## config.mk

```make
export PLATFORM = sky130hd
export DESIGN_NAME = shift_rotate_unit
export DESIGN_NICKNAME = d
export VERILOG_FILES = /design/src/rtl/sru_pkg.sv /design/src/rtl/sru_count.sv /design/src/rtl/sru_step.sv /design/src/rtl/sru_flags.sv /design/src/rtl/shift_rotate_unit.sv
export SDC_FILE = /design/constraint.sdc
export NUM_CORES = 1
export LEC_CHECK = 0
export ABC_AREA = 1
export BUFFER_PORTS_ARGS = -buffer_cell sky130_fd_sc_hd__buf_2
export CORE_MARGIN = 4
export CORE_UTILIZATION = 25
export CTS_BUF_LIST = sky130_fd_sc_hd__clkbuf_16
export DETAILED_ROUTE_END_ITERATION = 10
export GPL_TIMING_DRIVEN = 0
export PLACE_DENSITY = 0.39
export SYNTH_ARGS = -nofsm -noshare
export SYNTH_HDL_FRONTEND = slang
export SYNTH_SLANG_ARGS = --single-unit
```

## constraint.sdc

```tcl
create_clock -name clk -period 5.5 [get_ports clk]
set_input_delay 0.55 -clock clk [delete_from_list [all_inputs] [get_ports clk]]
set_output_delay 0.55 -clock clk [all_outputs]
set_load 0.05 [all_outputs]
```

## src/rtl/sru_pkg.sv

```systemverilog
// Shared types and helpers for the shift/rotate unit.
// Assumes the data path is 32 bits wide and sizes are byte/word/long.
package sru_pkg;
    localparam int DATA_W = 32;
    localparam int CNT_W  = 6;
    localparam int CYC_W  = 8;
    localparam int BASE_SHORT = 6;
    localparam int BASE_LONG  = 8;

    typedef enum logic [1:0] {
        SK_ARITH = 2'b00,
        SK_LOGIC = 2'b01,
        SK_ROTX  = 2'b10,
        SK_ROT   = 2'b11
    } sru_kind_e;

    typedef enum logic [1:0] {
        SZ_BYTE = 2'b00,
        SZ_WORD = 2'b01,
        SZ_LONG = 2'b10
    } sru_size_e;

    // Mask of the bits that belong to the sized field.
    function automatic logic [DATA_W-1:0] sz_mask(input sru_size_e s);
        case (s)
            SZ_BYTE: return DATA_W'(32'h0000_00FF);
            SZ_WORD: return DATA_W'(32'h0000_FFFF);
            default: return '1;
        endcase
    endfunction

    // Index of the top bit of the sized field.
    function automatic logic [4:0] sz_top(input sru_size_e s);
        case (s)
            SZ_BYTE: return 5'd7;
            SZ_WORD: return 5'd15;
            default: return 5'd31;
        endcase
    endfunction
endpackage

```

## src/rtl/sru_count.sv

```systemverilog
// Count decode: picks the count source, applies the immediate 000 = 8
// rule, reduces register counts for the extend ring, and computes cost.
// Assumes size is never 2'b11 when used.
module sru_count
    import sru_pkg::*;
(
    input  sru_kind_e          kind,
    input  sru_size_e          size,
    input  logic               mem_form,
    input  logic               from_reg,
    input  logic [2:0]         imm,
    input  logic [CNT_W-1:0]   reg_lo,
    output sru_size_e          eff_size,
    output logic [CNT_W-1:0]   steps,
    output logic [CYC_W-1:0]   cyc
);
    logic [CNT_W-1:0] raw;
    logic [CNT_W-1:0] ring;

    // Select raw count and effective size.
    always_comb begin
        if (mem_form) begin
            raw      = CNT_W'(1);
            eff_size = SZ_WORD;
        end else begin
            raw      = from_reg ? reg_lo : ((imm == 3'd0) ? CNT_W'(8) : CNT_W'(imm));
            eff_size = size;
        end
    end

    // Reduce a register count modulo the ring width (width + 1).
    always_comb begin
        case (eff_size)
            SZ_BYTE: ring = raw % CNT_W'(9);
            SZ_WORD: ring = raw % CNT_W'(17);
            default: ring = raw % CNT_W'(33);
        endcase
        steps = (kind == SK_ROTX && from_reg && !mem_form) ? ring : raw;
    end

    // Cost figure: base by size plus two per raw count unit.
    always_comb begin
        cyc = ((eff_size == SZ_LONG) ? CYC_W'(BASE_LONG) : CYC_W'(BASE_SHORT))
              + (CYC_W'(raw) << 1);
    end
endmodule

```

## src/rtl/sru_step.sv

```systemverilog
// One single-position shift/rotate of the sized field; bits above the
// field pass through. Also reports the bit that leaves and a sign change.
module sru_step
    import sru_pkg::*;
(
    input  logic [DATA_W-1:0] val,
    input  sru_size_e         size,
    input  sru_kind_e         kind,
    input  logic              left,
    input  logic              xin,
    output logic [DATA_W-1:0] nxt,
    output logic              bit_out,
    output logic              sign_flip
);
    logic [DATA_W-1:0] mask, field, nf;
    logic [4:0]        top;
    logic              msb, lsb, fill_l, fill_r;

    // Single-step datapath.
    always_comb begin
        mask  = sz_mask(size);
        top   = sz_top(size);
        field = val & mask;
        msb   = val[top];
        lsb   = val[0];
        case (kind)
            SK_ROTX: begin fill_l = xin; fill_r = xin; end
            SK_ROT:  begin fill_l = msb; fill_r = lsb; end
            SK_ARITH: begin fill_l = 1'b0; fill_r = msb; end
            default: begin fill_l = 1'b0; fill_r = 1'b0; end
        endcase
        if (left) nf = ((field << 1) | DATA_W'(fill_l)) & mask;
        else      nf = (field >> 1) | (DATA_W'(fill_r) << top);
        nxt       = (val & ~mask) | nf;
        bit_out   = left ? msb : lsb;
        sign_flip = nxt[top] ^ msb;
    end
endmodule

```

## src/rtl/sru_flags.sv

```systemverilog
// N and Z from the sized portion of a value.
module sru_flags
    import sru_pkg::*;
(
    input  logic [DATA_W-1:0] res,
    input  sru_size_e         size,
    output logic              neg,
    output logic              zero
);
    // Sized sign and zero detect.
    always_comb begin
        neg  = res[sz_top(size)];
        zero = ((res & sz_mask(size)) == '0);
    end
endmodule

```

## src/rtl/shift_rotate_unit.sv

```systemverilog
// Bit-serial shift/rotate unit. Latches an operation on an idle start,
// shifts one position per clock, then publishes result and flags with a
// one-clock done pulse. Assumes size != 2'b11 on accepted starts.
module shift_rotate_unit
    import sru_pkg::*;
(
    input  logic        clk,
    input  logic        rst_n,
    input  logic        start,
    input  logic [1:0]  kind,
    input  logic        left,
    input  logic [1:0]  size,
    input  logic        mem_form,
    input  logic        cnt_from_reg,
    input  logic [2:0]  cnt_imm,
    input  logic [31:0] cnt_reg,
    input  logic [31:0] operand,
    input  logic        x_in,
    output logic [31:0] result,
    output logic        flag_n,
    output logic        flag_z,
    output logic        flag_v,
    output logic        flag_c,
    output logic        flag_x,
    output logic [7:0]  cycles,
    output logic        busy,
    output logic        done
);
    sru_size_e         eff_size, size_q;
    sru_kind_e         kind_q;
    logic              left_q;
    logic [CNT_W-1:0]  steps, rem, steps_q;
    logic [CYC_W-1:0]  cyc, cyc_q;
    logic [DATA_W-1:0] work, nxt;
    logic              xr, cr, vr, bit_out, sign_flip, neg, zero;

    sru_count u_count (
        .kind(sru_kind_e'(kind)), .size(sru_size_e'(size)), .mem_form(mem_form),
        .from_reg(cnt_from_reg), .imm(cnt_imm), .reg_lo(cnt_reg[CNT_W-1:0]),
        .eff_size(eff_size), .steps(steps), .cyc(cyc)
    );

    sru_step u_step (
        .val(work), .size(size_q), .kind(kind_q), .left(left_q), .xin(xr),
        .nxt(nxt), .bit_out(bit_out), .sign_flip(sign_flip)
    );

    sru_flags u_flags (.res(work), .size(size_q), .neg(neg), .zero(zero));

    // Sequencer: load on idle start, step while count remains, then publish.
    always_ff @(posedge clk) begin
        if (!rst_n) begin
            busy <= 1'b0; done <= 1'b0; rem <= '0; steps_q <= '0; work <= '0;
            xr <= 1'b0; cr <= 1'b0; vr <= 1'b0; kind_q <= SK_ARITH;
            size_q <= SZ_BYTE; left_q <= 1'b0; cyc_q <= '0;
            result <= '0; flag_n <= 1'b0; flag_z <= 1'b0; flag_v <= 1'b0;
            flag_c <= 1'b0; flag_x <= 1'b0; cycles <= '0;
        end else begin
            done <= 1'b0;
            if (!busy) begin
                if (start) begin
                    busy    <= 1'b1;
                    work    <= operand;
                    rem     <= steps;
                    steps_q <= steps;
                    kind_q  <= sru_kind_e'(kind);
                    size_q  <= eff_size;
                    left_q  <= mem_form ? left : left;
                    xr      <= x_in;
                    cr      <= (sru_kind_e'(kind) == SK_ROTX) ? x_in : 1'b0;
                    vr      <= 1'b0;
                    cyc_q   <= cyc;
                end
            end else if (rem != '0) begin
                work <= nxt;
                rem  <= rem - CNT_W'(1);
                cr   <= bit_out;
                if (kind_q != SK_ROT) xr <= bit_out;
                if (kind_q == SK_ARITH && left_q && sign_flip) vr <= 1'b1;
            end else begin
                busy   <= 1'b0;
                done   <= 1'b1;
                result <= work;
                flag_n <= neg;
                flag_z <= zero;
                flag_v <= vr;
                flag_c <= cr;
                flag_x <= xr;
                cycles <= cyc_q;
            end
        end
    end

    // Input assumption: no unused size code on an accepted start.
    p_size_legal_r10: assert property (@(posedge clk) disable iff (!rst_n)
        (start && !busy && !mem_form) |-> (size != 2'b11));
    // done is a single-clock pulse, and only when idle.
    p_done_single_r12: assert property (@(posedge clk) disable iff (!rst_n)
        done |=> !done);
    p_done_idle_r12: assert property (@(posedge clk) disable iff (!rst_n)
        done |-> !busy);
    // only arithmetic left shift may report overflow.
    p_v_only_asl_r6: assert property (@(posedge clk) disable iff (!rst_n)
        (done && !(kind_q == SK_ARITH && left_q)) |-> !flag_v);
    // plain rotate never alters the extend flag while stepping.
    p_rot_keeps_x_r9: assert property (@(posedge clk) disable iff (!rst_n)
        (busy && kind_q == SK_ROT) |=> (xr == $past(xr)));
    // stepping a byte leaves the upper bits alone.
    p_upper_kept_r10: assert property (@(posedge clk) disable iff (!rst_n)
        (busy && size_q == SZ_BYTE) |=> (work[31:8] == $past(work[31:8])));
    // zero-step extend rotate reports C equal to X.
    p_rotx_zero_c_r8: assert property (@(posedge clk) disable iff (!rst_n)
        (done && kind_q == SK_ROTX && steps_q == '0) |-> (flag_c == flag_x));
    // cost figure is always even and at least 6.
    p_cycles_even_r4: assert property (@(posedge clk) disable iff (!rst_n)
        done |-> (!cycles[0] && cycles >= 8'd6));
endmodule

```

-- Yosys cells after proc, flatten, opt, wreduce, memory -nomap -nowiden
Cells that the tools add are included.
- equality and inequality tests: 10
- reductions and logical operators: 18
- shifts and indexed selects: 1
- add/subtract/negate cells: 2
- multiplexer cells: 39
- div/mod/pow operators: 3
- $lt $le $gt $ge: 1
- bitwise operators: 10
- operators by type and width (kind ; number):
    $mux W32 ; 4
    $and A32 B32 Y32 ; 3
    $pmux W32 S2 ; 1
    $mux W6 ; 6
    $logic_not A32 Y1 ; 1
    $not A32 Y32 ; 1
    $or A31 B32 Y32 ; 1
    $or A32 B1 Y32 ; 1
    $or A32 B32 Y32 ; 1
    $shl A1 B5 Y32 ; 1
    $mux W1 ; 19
    $pmux W6 S2 ; 1
    $bmux W1 S5 ; 2
    $pmux W5 S2 ; 1
    $add A8 B7 Y8 ; 1
    $eq A2 B2 Y1 const B ; 4
    $mux W4 ; 2
    $reduce_and A2 Y1 ; 4
    $logic_not A2 Y1 ; 3
    $lt A5 B6 Y1 const B ; 1
    $mod A6 B4 Y6 const B ; 1
    $mod A6 B5 Y6 const B ; 1
    $mod A6 B6 Y6 const B ; 1
    $ne A2 B1 Y1 const B ; 3
    other kinds (14) ; 20
- logic and storage cells: 102
- register bits after elaboration: 101

-- Longest topological paths before layout
- depth in word-level cells: 16
- gate-level depth with buffers: 32
- gate-level depth less buffers: 32

-- Hierarchy
Synthesis repeated with hierarchy kept, for this count alone.
- cell total of the unflattened synthesis: 987
- area total of the unflattened synthesis: 6363.6 µm²
- modules (own cells, without submodules) (module ; instances ; cells each ; seq. area each (µm²) ; area each (µm²)):
    shift_rotate_unit ; 1 ; 592 ; 2021.9 ; 4242.8
    sru_count ; 1 ; 204 ; 0.0 ; 1186.1
    sru_step ; 1 ; 152 ; 0.0 ; 745.7
    sru_flags ; 1 ; 39 ; 0.0 ; 188.9

-- Worst setup path after synthesis
Ideal clock, no wire load.
- path kind: in2reg
- from: input mem_form
- to: register rem[5]
- required time: 5.388 ns
- stages on the path: 27
- setup slack: 0.970 ns
- arrival time: 4.418 ns
- path through: nor2_1 > nand2_1 > ha_1 > inv_1 > nor3_2 > nand2_4 > nand2_4 > nand2_2 > nor2_1 > xor2_1 > inv_1 > ha_1 > inv_1 > nor3_1 > nand4_4 > nand3_4 > o21a_1 > inv_1 > ha_1 > a21oi_1 > nand4_4 > nand2_2 > o21ai_2 > nand2_1 > nand2_1 > nand2_1 > nand2_1
- word-level cells in the longest chain between the ends: 6
- ends and longest elaborated chain (element ; RTL line ; text):
    start, declared ; shift_rotate_unit.sv:13 ; input logic mem_form,
    $mux W6 / $mux W2 (equally long branches) ; sru_count.sv:22 ; if (mem_form) begin
    $mod A6 B6 Y6, or another cell as far along ; sru_count.sv:36 ; default: ring = raw % CNT_W'(33);
    $pmux W6 S2 ; sru_count.sv:33 ; case (eff_size)
    $mux W6 (*) ; sru_count.sv:38 ; steps = (kind == SK_ROTX && from_reg && !mem_form) ? ring : raw;
    $mux W6 (*) ; shift_rotate_unit.sv:61 ; if (start) begin
    $mux W6 (*) ; shift_rotate_unit.sv:60 ; if (!busy) begin
    end signal, assigned ; shift_rotate_unit.sv:64 ; rem <= steps;
    end signal, assigned ; shift_rotate_unit.sv:76 ; rem <= rem - CNT_W'(1);
    end, declared ; shift_rotate_unit.sv:32 ; logic [CNT_W-1:0] steps, rem, steps_q;
Every way passes the cells marked *; elsewhere a longest branch is shown, timed or not. The select of a mux whose other input is x is not followed.
A chain may end at the register's enable or synchronous reset.

-- Worst setup path in the final report
- from: input mem_form
- to: register rem[1]
Same word-level chain as after synthesis.

==> flow_summary_export.csv <==
group,metric,value,unit
routing,drc_errors,0,
global_route,grt_use_total,17.1,%
pwr,p_leak,0.00289,uW
cts,cts_buffer_depth,2,
logic_synthesis,syn_inst,775,
critical_path,crit_path_start_kind,"input pin",
final_layout,num_antenna_cells,0,
critical_path,crit_path_end_kind,"register",
critical_path,reg2reg_to,"work[12]$_SDFFE_PN0P_",
global_route,grt_max_degree,16,
final_layout,layout-drive-gt1-share,17.4,%
routing,first_iter_violations,310,
final_layout,layout_common_cells,"nand2_1 (125), dfxtp_1 (99), buf_2 (96)",
pwr,powerDensity,352,nW/um^2
global_route,grt_overflow,0,
logic_synthesis,ys_async_sr_fraction,0,%
final_layout,nFillCells,2475,
sta,maxSlewViolCount,0,
placement,dp_hpwl,16300,um
cts,cts_tree,"yes",
logic_synthesis,ys_seq_area_share,35.8,%
critical_path,worst_ep_arrival_time,5.28,ns
critical_path,slowest_stage,"ha_1",
floorplan,core.rowCount,54,
floorplan,die_area,24600,um^2
floorplan,coreArea,21800,um^2
global_route,grt_pass1_wl,32300,um
critical_path,reg2reg_slack,2.48,ns
sta,fin_crit,5.03,ns
routing,wire_per_inst,18.2,um
logic_synthesis,synth_flop_cell,"dfxtp_1",
logic_synthesis,synth_seq_cells,99,
floorplan,io_pins,125,
critical_path,worst_path_largest_cell_delay,0.42,ns
cts,cts_buffers,9,
routing,drtPass1Iterations,5,
job,cap_violations,0,
sta,rsz0062_at_grt,"false",
sta,hold_violations,0,
sta,skew,0.00997,ns
critical_path,cp_data_required_time,5.75,ns
routing,antenna_left,0,
logic_synthesis,syn_area,5540,um^2
sta,slew_headroom,36.2,%
worst_hold_path,hold_path_class,"in2reg",
run_status,status,"finished clean",
cts,clkTransAtPathRegs,0.07,ns
logic_synthesis,synth_edf_count,0,
critical_path,crit_family,"simple AND/OR/NAND/NOR gates",
final_layout,layout_commonest_cell,"nand2_1",
critical_path,path_depth,30,
cts,clk-insertion-delay-late,0.36,ns
floorplan,die_w,157,um
critical_path,crit_type,"in2reg",
cts,cts_setup_buffers,0,
sta,fmax,199,MHz
global_route,antenna_found_initial,0,
final_layout,syn_to_final_growth,19.8,%
logic_synthesis,yosysUniqueCellTypes,53,
logic_synthesis,yosysWarnings,0,
logic_synthesis,synth.avg_cell_area,7.14,um^2
logic_synthesis,syn-num-nets,869,
critical_path,reg2reg_depth,8,
placement,dpl_worst_slack,0.00631,ns
critical_path,reg2reg_from,"busy$_SDFF_PN0_",
global_route,grt_pass1_vias,5525,
sta,finalSetupViolCount,0,
routing,finalWirelength,21200,um
routing,vias,5682,
placement,io_buffer_count,96,
critical_path,critPathBufInv,6,
final_layout,utilization,30.4,%
sta,timing.final.ws_setup,0.470,ns
sta,fin_crit_sh,91.4,%
routing,viasPerCell,4.87,
critical_path,crit_end,"rem[1]$_SDFFE_PN0P_",
final_layout,fin_nets,976,
floorplan,die_h,157,um
sta,worst_slew_pin_slew,0.954,ns
cts,clockRootBuffer,"clkbuf_16",
critical_path,crit_fanout,8,
pwr,ir_worst_vdd,0.154,mV
critical_path,crit_start,"mem_form",
placement,gp_congestion,0.832,
cts,htreeDepth,3,
cts,cts.sinks,99,
floorplan,start_util,25.4,%
## synth_stat cells (2+ instances only)
cell	count	area share (%)
buf_1	5	0.34
a22oi_1	7	0.95
dfxtp_1	99	36
nor4_1	2	0.23
nand3_2	2	0.36
nand4_2	2	0.45
a21oi_2	2	0.32
o221ai_1	11	1.7
nor2_1	73	5.0
or2_2	3	0.34
o21ai_0	86	7.8
nor3_1	5	0.45
nand4_1	13	1.5
a32o_1	3	0.54
a21oi_1	69	6.2
nand2_2	11	1.2
o2111ai_1	6	0.95
clkbuf_1	32	2.2
nand3_1	34	3.1
o21ai_1	2	0.18
inv_1	85	5.8
ha_1	15	3.4
o32ai_1	5	0.79
nor2_4	2	0.41
nand2_4	5	1.0
buf_4	3	0.41
o211ai_1	12	1.6
nand4_4	2	0.77
nand3_4	2	0.63
a31oi_1	12	1.4
o22ai_1	8	0.90
nand2_1	125	8.5
clkinv_1	3	0.20
xor2_1	6	0.95
inv_2	5	0.34
## sequential cells by signal (all words and copies together), names as in the netlist, 2 cells and up
register,count
cycles,7
rem,6
kind_q,2
work,32
cyc_q,7
size_q,2
result,32
## cell families after synthesis
| group | synth area share (%) |
|---|---|
| AO/OA/AOI/OAI | 25.2 |
| adder cells (fa/ha/maj) | 3.75 |
| buffers and inverters | 9.22 |
| other | 0.0677 |
| XOR/XNOR | 1.60 |
| flip-flops | 35.8 |
| AND/OR/NAND/NOR | 24.3 |
## power breakdown
group | internal, uW | switching, uW | total (uW) | leakage [uW]
sequential | 813 | 60.4 | 874 | 0.000812
combinational | 238 | 631 | 869 | 0.00196
clock | 301 | 290 | 591 | 0.000124
## final cells by class
class	instances	area, um^2	share of cell area, %
flip-flops and latches	99	1980	29.9
inverters	93	349	5.26
clock inverters	6	35.0	0.528
well taps	280	350	5.28
repair buffers	96	480	7.25
clock buffers	9	225	3.40
multi-input cells	543	3050	46.0
plain buffers	40	161	2.43
## how the worst min path moves through the flow
stage,cells past startpoint,end,from
final,3,work[0]$_SDFFE_PN0P_,operand[0]
after global routing,3,work[0]$_SDFFE_PN0P_,operand[0]
after CTS,3,work[0]$_SDFFE_PN0P_,operand[0]
after detailed placement,2,cyc_q[1]$_SDFFE_PN0P_,cyc_q[1]$_SDFFE_PN0P_
after global placement,2,cyc_q[2]$_SDFFE_PN0P_,cyc_q[2]$_SDFFE_PN0P_
after floorplan,2,cycles[7]$_SDFFE_PN0P_,cyc_q[7]$_SDFFE_PN0P_
## layer usage
metal  GRT usage (%)  up-vias  wire length, um  share of wire, %
met5               0        -                0                 0
met4            5.50        0              404               1.9
met3            2.13       26              826               3.9
met2            28.6      116            10200                48
met1            23.0     2674             9830                46
li1                -     2866                -                 -
## timing repair
action / in CTS / in global routing
gates resized for setup: 0 / 1
hold buffers: 0 / 0
setup endpoints to repair: 0 / 5
## worst reg2reg max path: stages, from the launching register on
cell and delay, ns:
dfxtp_1 0.32, clkbuf_1 0.27, nand4_1 0.47, inv_1 0.11, a21oi_1 0.24, clkbuf_1 0.54
buf_1 0.53, o221ai_1 0.29, a21oi_1 0.17
## metrics by stage
stage | TNS, ns | std cells | total power, uW | hold WS (ns) | cell area (um^2)
2_1_floorplan | 0 | 775 | 1500 | 0.430 | 5540
3_3_place_gp | -0.339 | 1151 | 1770 | 0.460 | 6370
3_5_place_dp | 0 | 1151 | 1760 | 0.463 | 6370
4_1_cts | 0 | 1166 | 2350 | 0.437 | 6630
5_1_grt | 0 | 1166 | 2470 | 0.453 | 6630
6_report | 0 | 1166 | 2330 | 0.440 | 6630
Power figures use the tool's default switching activity.
